File: src/rtl/qcnt_pkg.sv
package qcnt_pkg;
  typedef enum logic [2:0] {
    FS_NONE  = 3'd0,
    FS_CARRY = 3'd1,
    FS_CMP   = 3'd2,
    FS_CB    = 3'd3,
    FS_INDEX = 3'd4
  } flag_sel_e;

  typedef enum logic [1:0] {
    SC_X1 = 2'd0,
    SC_X2 = 2'd1,
    SC_X4 = 2'd2
  } scale_e;

  localparam logic [2:0] A_COUNT  = 3'd0;
  localparam logic [2:0] A_PRESET = 3'd1;
  localparam logic [2:0] A_CTRL   = 3'd2;
  localparam logic [2:0] A_MODE   = 3'd3;
  localparam logic [2:0] A_STAT   = 3'd4;
endpackage

File: src/rtl/qcnt_decode.sv
module qcnt_decode
  import qcnt_pkg::*;
#(
  parameter int SYNC_STAGES = 2
) (
  input  logic       clk,
  input  logic       rst_n,
  input  logic       a_i,
  input  logic       b_i,
  input  logic       idx_i,
  input  logic [1:0] scale_i,
  output logic       up_o,
  output logic       dn_o,
  output logic       idx_o
);
  localparam int LAST = SYNC_STAGES - 1;

  logic [2:0] sync_q [SYNC_STAGES];
  logic [1:0] ab_q;
  logic [1:0] ab_now;
  logic [1:0] pos_now, pos_prev, step;
  logic       a_chg, fwd, bwd;

  always_ff @(posedge clk or negedge rst_n) begin
    if (!rst_n) begin
      for (int i = 0; i < SYNC_STAGES; i++) sync_q[i] <= '0;
      ab_q <= '0;
    end else begin
      sync_q[0] <= {idx_i, a_i, b_i};
      for (int i = 1; i < SYNC_STAGES; i++) sync_q[i] <= sync_q[i-1];
      ab_q <= ab_now;
    end
  end

  assign ab_now = sync_q[LAST][1:0];
  assign idx_o  = sync_q[LAST][2];

  // Phase position: 00->0, 10->1, 11->2, 01->3
  assign pos_now  = {ab_now[0], ab_now[1] ^ ab_now[0]};
  assign pos_prev = {ab_q[0],   ab_q[1]   ^ ab_q[0]};
  assign step     = pos_now - pos_prev;
  assign a_chg    = ab_now[1] ^ ab_q[1];
  assign fwd      = (step == 2'd1);
  assign bwd      = (step == 2'd3);

  always_comb begin
    unique case (scale_i)
      SC_X1: begin
        up_o = fwd && (pos_prev == 2'd0);
        dn_o = bwd && (pos_prev == 2'd1);
      end
      SC_X2: begin
        up_o = fwd && a_chg;
        dn_o = bwd && a_chg;
      end
      default: begin
        up_o = fwd;
        dn_o = bwd;
      end
    endcase
  end

  assert_illegal_ignored_R4: assert property (@(posedge clk) disable iff (!rst_n)
    ((ab_now[1] != ab_q[1]) && (ab_now[0] != ab_q[0])) |-> !(up_o || dn_o));
  assert_one_direction_R1: assert property (@(posedge clk) disable iff (!rst_n)
    $onehot0({up_o, dn_o}));
endmodule

File: src/rtl/qcnt_core.sv
module qcnt_core #(
  parameter int CNT_W = 25
) (
  input  logic               clk,
  input  logic               rst_n,
  input  logic               up_i,
  input  logic               dn_i,
  input  logic               clr_i,
  input  logic               ld_i,
  input  logic [CNT_W-2:0]   ld_val_i,
  input  logic [CNT_W-2:0]   preset_i,
  output logic [CNT_W-1:0]   count_o,
  output logic               carry_o,
  output logic               borrow_o,
  output logic               match_o
);
  localparam int LOAD_W = CNT_W - 1;
  localparam logic [CNT_W-1:0] MAX = {CNT_W{1'b1}};

  logic [CNT_W-1:0] count_q, count_d;
  logic             eq_q, eq_now, moving;

  assign moving   = !clr_i && !ld_i;
  assign carry_o  = moving && up_i && (count_q == MAX);
  assign borrow_o = moving && dn_i && (count_q == '0);
  assign eq_now   = (count_q == {1'b0, preset_i});
  assign match_o  = eq_now && !eq_q;

  always_comb begin
    count_d = count_q;
    if (clr_i)     count_d = '0;
    else if (ld_i) count_d = {1'b0, ld_val_i[LOAD_W-1:0]};
    else if (up_i) count_d = count_q + 1'b1;
    else if (dn_i) count_d = count_q - 1'b1;
  end

  always_ff @(posedge clk or negedge rst_n) begin
    if (!rst_n) begin
      count_q <= '0;
      eq_q    <= 1'b1;
    end else begin
      count_q <= count_d;
      eq_q    <= eq_now;
    end
  end

  assign count_o = count_q;

  assert_carry_wrap_R5: assert property (@(posedge clk) disable iff (!rst_n)
    (up_i && moving && (count_q == MAX)) |=> (count_q == '0));
  assert_borrow_wrap_R5: assert property (@(posedge clk) disable iff (!rst_n)
    (dn_i && !up_i && moving && (count_q == '0)) |=> (count_q == MAX));
  assert_load_top_clear_R6: assert property (@(posedge clk) disable iff (!rst_n)
    (ld_i && !clr_i) |=> !count_q[CNT_W-1]);
endmodule

File: src/rtl/qcnt_flag.sv
module qcnt_flag
  import qcnt_pkg::*;
(
  input  logic       clk,
  input  logic       rst_n,
  input  logic       carry_i,
  input  logic       borrow_i,
  input  logic       match_i,
  input  logic       idx_i,
  input  logic [2:0] sel_i,
  input  logic       en_i,
  input  logic       clr_i,
  output logic       flag_o,
  output logic       status_o,
  output logic       irq_o
);
  logic carry_t_q, borrow_t_q, match_t_q, status_q;
  logic carry_t_d, borrow_t_d, match_t_d, status_d;
  logic set_now;

  always_comb begin
    carry_t_d  = carry_t_q  ^ carry_i;
    borrow_t_d = borrow_t_q ^ borrow_i;
    match_t_d  = match_t_q  ^ match_i;
    case (sel_i)
      FS_CARRY: begin set_now = carry_i;             flag_o = carry_t_q; end
      FS_CMP:   begin set_now = match_i;             flag_o = match_t_q; end
      FS_CB:    begin set_now = carry_i || borrow_i; flag_o = carry_t_q && borrow_t_q; end
      FS_INDEX: begin set_now = idx_i;               flag_o = idx_i; end
      default:  begin set_now = 1'b0;                flag_o = 1'b1; end
    endcase
    status_d = (status_q && !clr_i) || (set_now && en_i);
  end

  always_ff @(posedge clk or negedge rst_n) begin
    if (!rst_n) begin
      carry_t_q  <= 1'b1;
      borrow_t_q <= 1'b1;
      match_t_q  <= 1'b1;
      status_q   <= 1'b0;
    end else begin
      carry_t_q  <= carry_t_d;
      borrow_t_q <= borrow_t_d;
      match_t_q  <= match_t_d;
      status_q   <= status_d;
    end
  end

  assign status_o = status_q;
  assign irq_o    = status_q && en_i;

  assert_enable_gate_R12: assert property (@(posedge clk) disable iff (!rst_n)
    $rose(status_q) |-> $past(en_i));
  assert_w1c_R13: assert property (@(posedge clk) disable iff (!rst_n)
    (clr_i && !(set_now && en_i)) |=> !status_q);
  assert_match_sets_R9: assert property (@(posedge clk) disable iff (!rst_n)
    (sel_i == FS_CMP && match_i && en_i) |=> status_q);
  assert_unused_quiet_R11: assert property (@(posedge clk) disable iff (!rst_n)
    (sel_i == FS_NONE || sel_i > FS_INDEX) |=> !$rose(status_q));
endmodule

File: src/rtl/qcnt_flag_irq.sv
module qcnt_flag_irq
  import qcnt_pkg::*;
#(
  parameter int CNT_W       = 25,
  parameter int DATA_W      = 32,
  parameter int SYNC_STAGES = 2
) (
  input  logic              clk,
  input  logic              rst_n,
  input  logic              enc_a,
  input  logic              enc_b,
  input  logic              enc_idx,
  input  logic              wr_en,
  input  logic [2:0]        addr,
  input  logic [DATA_W-1:0] wdata,
  output logic [DATA_W-1:0] rd_data,
  output logic              flag_o,
  output logic              irq_o
);
  localparam int LOAD_W = CNT_W - 1;
  localparam int MODE_W = 5;

  logic [1:0]        rst_pipe;
  logic              rst_i_n;
  logic [LOAD_W-1:0] preset_q, preset_d;
  logic [MODE_W-1:0] mode_q, mode_d;
  logic              en_q, en_d;
  logic              wr_cnt, wr_pre, wr_ctrl, wr_mode, wr_stat;
  logic              up, dn, idx_s, carry, borrow, match, status;
  logic [CNT_W-1:0]  count;

  always_ff @(posedge clk or negedge rst_n) begin
    if (!rst_n) rst_pipe <= '0;
    else        rst_pipe <= {rst_pipe[0], 1'b1};
  end
  assign rst_i_n = rst_pipe[1];

  assign wr_cnt  = wr_en && (addr == A_COUNT);
  assign wr_pre  = wr_en && (addr == A_PRESET);
  assign wr_ctrl = wr_en && (addr == A_CTRL);
  assign wr_mode = wr_en && (addr == A_MODE);
  assign wr_stat = wr_en && (addr == A_STAT);

  always_comb begin
    preset_d = wr_pre  ? wdata[LOAD_W-1:0] : preset_q;
    mode_d   = wr_mode ? wdata[MODE_W-1:0] : mode_q;
    en_d     = wr_ctrl ? wdata[2]          : en_q;
  end

  always_ff @(posedge clk or negedge rst_i_n) begin
    if (!rst_i_n) begin
      preset_q <= '0;
      mode_q   <= '0;
      en_q     <= 1'b0;
    end else begin
      preset_q <= preset_d;
      mode_q   <= mode_d;
      en_q     <= en_d;
    end
  end

  qcnt_decode #(.SYNC_STAGES(SYNC_STAGES)) u_decode (
    .clk(clk), .rst_n(rst_i_n), .a_i(enc_a), .b_i(enc_b), .idx_i(enc_idx),
    .scale_i(mode_q[1:0]), .up_o(up), .dn_o(dn), .idx_o(idx_s)
  );

  qcnt_core #(.CNT_W(CNT_W)) u_core (
    .clk(clk), .rst_n(rst_i_n), .up_i(up), .dn_i(dn),
    .clr_i(wr_ctrl && wdata[0]), .ld_i(wr_cnt), .ld_val_i(wdata[LOAD_W-1:0]),
    .preset_i(preset_q), .count_o(count), .carry_o(carry),
    .borrow_o(borrow), .match_o(match)
  );

  qcnt_flag u_flag (
    .clk(clk), .rst_n(rst_i_n), .carry_i(carry), .borrow_i(borrow),
    .match_i(match), .idx_i(idx_s), .sel_i(mode_q[4:2]), .en_i(en_q),
    .clr_i(wr_stat && wdata[0]), .flag_o(flag_o), .status_o(status),
    .irq_o(irq_o)
  );

  always_comb begin
    rd_data = '0;
    case (addr)
      A_COUNT:  rd_data[CNT_W-1:0]  = count;
      A_PRESET: rd_data[LOAD_W-1:0] = preset_q;
      A_CTRL:   rd_data[2]          = en_q;
      A_MODE:   rd_data[MODE_W-1:0] = mode_q;
      A_STAT:   rd_data[0]          = status;
      default:  rd_data             = '0;
    endcase
  end

  assert_irq_needs_enable_R12: assert property (@(posedge clk) disable iff (!rst_i_n)
    $rose(irq_o) |-> en_q);
endmodule

File: config.mk
export PLATFORM = sky130hd
export DESIGN_NAME = qcnt_flag_irq
export DESIGN_NICKNAME = d
export VERILOG_FILES = /design/src/rtl/qcnt_pkg.sv /design/src/rtl/qcnt_decode.sv /design/src/rtl/qcnt_core.sv /design/src/rtl/qcnt_flag.sv /design/src/rtl/qcnt_flag_irq.sv
export SDC_FILE = /design/constraint.sdc
export NUM_CORES = 1
export LEC_CHECK = 0
export ABC_CLOCK_PERIOD_IN_PS = 4200
export CAP_MARGIN = 5
export CORE_MARGIN = 3
export CORE_UTILIZATION = 30
export DETAILED_ROUTE_END_ITERATION = 16
export DONT_BUFFER_PORTS = 1
export PLACE_DENSITY = 0.51
export SLEW_MARGIN = 20
export SYNTH_ARGS = -nofsm -noshare
export SYNTH_HDL_FRONTEND = slang
export SYNTH_HIERARCHICAL = 1
export SYNTH_SLANG_ARGS = --single-unit
File: constraint.sdc
create_clock -name clk -period 4.2 [get_ports clk]
set_input_delay 0.63 -clock clk [delete_from_list [all_inputs] [get_ports clk]]
set_output_delay 0.63 -clock clk [all_outputs]
set_load 0.01 [all_outputs]
======== Word level (Yosys, flattened, before mapping) ========
Cells that the tools add are included.
word-level totals
  bits in registers ....................... 70
  input bits .............................. 41
  output and inout port bits .............. 34
cells by class
  bitwise operators ....................... 6
  add/subtract/negate cells ............... 3
  equal/unequal tests ..................... 14
  multiplexer cells ....................... 14
  reduce and logical (&&, ||, !) cells .... 32
operators with widths
  cell                                                count
  two-way mux 25 bit                                  4
  one-hot mux 19 bit (2 select lines)                 1
  adder 25 x 1 -> 25 bit, second input constant       1
  == test 25 x 24 -> 1 bit                            1
  == test 25 bit, second input constant               1
  zero test 25 bit                                    1
  subtractor 25 x 1 -> 25 bit, second input constant  1
  logical AND 1 bit                                   21
  one-hot mux 1 bit (4 select lines)                  4
  == test 3 x 2 -> 1 bit, second input constant       4
  == test 2 x 1 -> 1 bit, second input constant       3
  == test 3 x 1 -> 1 bit, second input constant       2
  == test 3 bit, second input constant                2
  one-hot mux 2 bit (3 select lines)                  1
  XOR 1 bit                                           6
  zero test 1 bit                                     4
  zero test 2 bit                                     2
  one-hot mux 1 bit (2 select lines)                  2
  nonzero test 4 bit                                  1
  zero test 3 bit                                     1
  one-hot mux 1 bit (3 select lines)                  1
  == test 2 bit, second input constant                1
  logical OR 1 bit                                    2
  subtractor 2 bit                                    1
  two-way mux 1 bit                                   1

======== Depth between registers and ports, before layout ========
  depth after elaboration ................. 11
  mapped depth ............................ 16
  gate-level depth less buffers ........... 15

======== Cells and area by module ========
The synthesis kept the hierarchy.
by module, submodules not included
  module         area an instance (um2)  times used  cells an instance
  qcnt_core      2835.2                  1           364
  qcnt_flag_irq  1759.2                  1           131
  qcnt_decode    325.3                   1           23
  qcnt_flag      225.2                   1           22

======== Worst setup path before layout ========
No wires, ideal clock.
  path type ............................... register to register
  start ................................... register u_decode.ab_q[0]
  end ..................................... register u_core.count_q[21] (netlist: u_core/count_o[21])
  data arrival time ....................... 3.844 ns
  required time ........................... 4.096 ns
  setup slack ............................. 0.252 ns
  library setup time ...................... 0.104 ns
  cell stages (with the launch flop) ...... 16
  buffers on the path ..................... 0
  period minus slack after synthesis ...... 3.948 ns
  cell sequence ........................... dfrtp_1 -> inv_1 -> ha_1 -> ha_1 -> xor2_1 -> xnor2_1 -> nor3b_2 -> inv_1 -> ha_1 -> and2_2 -> nand2_1 -> a2111o_1 -> a211oi_2 -> o21ai_2 -> or4_1 -> o311ai_1
between the ends
  cells in the longest elaborated chain, start to end .. 8
  elaborated cells on any way between the ends .. 16
  classes of those cells .................. 1 x add/sub; 3 x eq/ne; 5 x mux; 1 x bitwise; 6 x reduce/logical
RTL lines
  what                                    line                                  RTL
  from (decl)                             qcnt_decode.sv:19                     logic [1:0] ab_q;
  from (signal assigned)                  qcnt_decode.sv:31                     ab_q <= ab_now;
  XOR 1 bit                               qcnt_decode.sv:40                     assign pos_prev = {ab_q[0], ab_q[1] ^ ab_q[0]};
  subtractor 2 bit                        qcnt_decode.sv:41                     assign step = pos_now - pos_prev;
  == test 2 x 1 -> 1 bit                  qcnt_decode.sv:43                     assign fwd = (step == 2'd1);
  logical AND 1 bit (on tied branches)    qcnt_decode.sv:53, qcnt_decode.sv:49
  one-hot mux 1 bit (2 select lines) (*)  qcnt_decode.sv:47                     unique case (scale_i)
  named net up                            qcnt_flag_irq.sv:29                   logic up, dn, idx_s, carry, borrow, match, status;
  two-way mux 25 bit                      qcnt_core.sv:33                       else if (up_i) count_d = count_q + 1'b1;
  two-way mux 25 bit                      qcnt_core.sv:32                       else if (ld_i) count_d = {1'b0, ld_val_i[LOAD_W-1:0]};
  two-way mux 25 bit                      qcnt_core.sv:31                       if (clr_i) count_d = '0;
  to (signal assigned)                    qcnt_core.sv:42                       count_q <= count_d;
  to (decl)                               qcnt_core.sv:20                       logic [CNT_W-1:0] count_q, count_d;
The timed path passes the listed nets; every way through them passes the cells marked *.
A chain may end at the register's enable or synchronous reset.

======== Final worst setup path ========
  start ................................... register u_decode.ab_q[1]
  end ..................................... register u_core.count_q[21] (netlist: u_core/count_o[21])
Same word-level chain as after synthesis.

==> results.ini <==
[floorplan]
start_util_pct=30.81
rows=47
io_pins=75
dieArea_mm2=0.01876
die_h_um=137.0
core_area_mm2=0.01670
die_w_um=137.0

[sta]
worstMarginPinSlew_ns=0.8871
setup_slack_ns=0.1515
drv_slew=0
hold_viol=0
fmaxAchievable_mhz=247.0
fin_crit_sh_pct=96.39
finClkSkew_ns=0.004873
relSlewSlack_pct=40.86
period_needed_ns=4.049
setup_viol=0
fin_setup_tns_ns=0

[grt]
overflow=0
busiest_layer=met2
globalRouteTotalUtil_pct=16.28
use_met1_pct=20.88
antenna_found_initial=0
grt_pass1_wl_um=23750
grt_max_degree=38
met3_usage_pct=3.199
grt_pass1_vias=4300
grt_use_met2_pct=27.36

[power_and_ir_drop]
power.density_mw_per_mm2=791.5
power_w=0.004740
total_leakage_power_nw=2.417
peakVddDrop_mv=0.2205

[routing]
drcViolationCount=0
wl_um=15330
vias=4316
dr.pass1.iters=5
drt-initial-drc-count=255
ant_nets=0
vias_per_cell=5.576
avgRoutedWirePerCell_um=19.81

[clock_tree]
clock_latency_ns=0.33
root_buffer=clkbuf_16
cts_buffers=9
clkTransAtPathRegs_ns=0.06
cts_max_level=3
clkSinkCount=70
ctsLongestPathBuffers=2
cts_tree=yes

[logic_synthesis]
syn_area_mm2=0.005145
async_reset_ff_share_pct=100.0
synth_ff_type=dfrtp_1
yosysTopAreaCell=dfrtp_1
synth.avg_cell_area_um2=9.528
ys_seq_area_share_pct=34.14
synth_seq_cells=70
yosys_warnings=6
postSynthCellCount=540
synth_area_leaders=dfrtp_1 (32%), ha_1 (6.3%), mux2_4 (5.8%)
synth-edff-count=0
synth_top_area_share_pct=32.10
ys_types=75

[placed_design]
hpwlAfterDp_um=11160
io_buffers=0
place_ws_ns=-0.008133
place_inst=745
gp_routability_congestion=0.9283

[worst_setup_path]
crit_path_end_kind=flip-flop
startpoint_type=flip-flop
worst_ep_arrival_time_ns=4.28
criticalPathCategory=reg2reg
cp_max_fo=6
crit_required_ns=4.43
r2r_slack_ns=0.15

[final_layout]
diodes=0
multi_input_area_mm2=0.003374
fillers=1700
final-instance-count-excl-fill=774
drive_above_1_share_pct=22.20
nets=617
seqCellArea_mm2=0.001758
area_delta_synth_final_pct=16.39

[status]
status=finished, final reports clean

[hold_path]
hold_path_class=in2reg

[job]
drv_cap=0

[sequential cells by signal, indices dropped and copies added (netlist names)]
name,flops
u_decode/sync_q,3
u_flag/status_o,1
en_q,1
u_flag/match_t_q,1
u_flag/carry_t_q,1
u_decode/idx_o,1
u_flag/borrow_t_q,1
mode_q,5
rst_pipe,2
u_decode/ab_now,2
u_decode/ab_q,2
preset_q,24
u_core/eq_q,1
u_core/count_o,25
[critical path, stage by stage, from the launching register on]
cell	delay [ns]
dfrtp_1	0.36
inv_1	0.05
ha_1	0.30
ha_2	0.19
xor2_1	0.15
xnor2_1	0.22
nor3b_4	0.32
clkinvlp_4	0.22
buf_12	0.17
ha_1	0.39
nand2_1	0.14
a2111o_1	0.45
a211oi_2	0.27
o21ai_2	0.13
or4_1	0.47
o311ai_1	0.10
[stage by stage]
stage          utilization, %  hold WS [ns]  cell area [um2]
6_report                35.86        0.3229             5988
2_1_floorplan               -        0.3312             5167
4_1_cts                 34.06        0.3122             5688
3_3_place_gp            31.84        0.3345             5318
5_1_grt                 35.86        0.3091             5988
3_5_place_dp            31.84        0.3345             5318
[routing by layer]
metal / vias up / share of wire (%)
met5: - / 0
met4: 0 / 2.4
li1: 2009 / -
met2: 136 / 49
met3: 21 / 5.7
met1: 2150 / 43
[final cells by class]
class                      count  share of cell area [%]
timing repair buffer          24                   3.552
multi-input combinational    427                   56.35
sequential                    70                   29.36
clock inverter                 5                  0.9611
clock buffer                  11                   4.053
tap                          220                   4.597
inverter                      17                   1.128
[kinds of logic after synthesis]
logic type / after synthesis / share of synthesized area [%]
xor gates and xnor gates: 50 / 8.512
AOI/OAI and AO/OA: 149 / 19.63
and+or+nand+nor: 156 / 15.59
other: 2 / 0.1460
muxes: 37 / 9.728
DFF: 70 / 34.14
buffers and inverters: 49 / 5.545
adders and majority gates: 27 / 6.712
[cells in the final DEF (no fill, tap or decap), types with 7 or more instances in the layout]
cell type  instances
nor4_1            10
mux2_4            20
nand4_1           14
inv_1             15
conb_1             8
ha_1              11
clkbuf_16         10
mux2_2            11
buf_4             21
nor2_1            40
xor2_1            20
xnor2_1           29
o211ai_1           7
nand2_1           38
nand3_1            7
dfrtp_1           65
nor3_1             8
ha_4               9
a21oi_1           33
nor2b_1            8
a211oi_1           8
o21ai_0           18
a21oi_2           11
a22o_1            19
[synth_stat cells (11+ instances only)]
master	n
a21oi_1	44
a22o_1	19
clkbuf_1	11
dfrtp_1	66
ha_1	26
inv_1	16
mux2_2	11
mux2_4	20
nand2_1	38
nand4_1	14
nor2_1	40
o21ai_0	21
xnor2_1	30
xor2_1	20
[path summary, 6_finish.rpt]
check,start,to,cells past startpoint
setup / recovery,u_decode/ab_q[1],u_core/count_o[21],15
hold / removal,enc_idx,u_decode/sync_q[5],0
setup reg to reg,u_decode/ab_q[1],u_core/count_o[21],15
hold reg to reg,rst_pipe[1],preset_q[5],0
max in group asynchronous,rst_pipe[1],u_flag/borrow_t_q,1
min in group asynchronous,rst_pipe[1],preset_q[5],0
[where the power goes]
part	leakage [nW]	internal (W)	switching, W
Clock	0.150	0.000477	0.000297
Combinational	1.44	0.00129	0.00144
Sequential	0.831	0.000870	0.000370
[repair_timing]
action	in CTS	in global routing
buffers inserted	5	6
resized for setup	4	47
gates cloned	0	1
endpoints found under the setup margin	1	12
hold buffers	1	0
hold endpoints to repair	2	0
pin swaps	0	9
(Power assumes the default switching activity.)
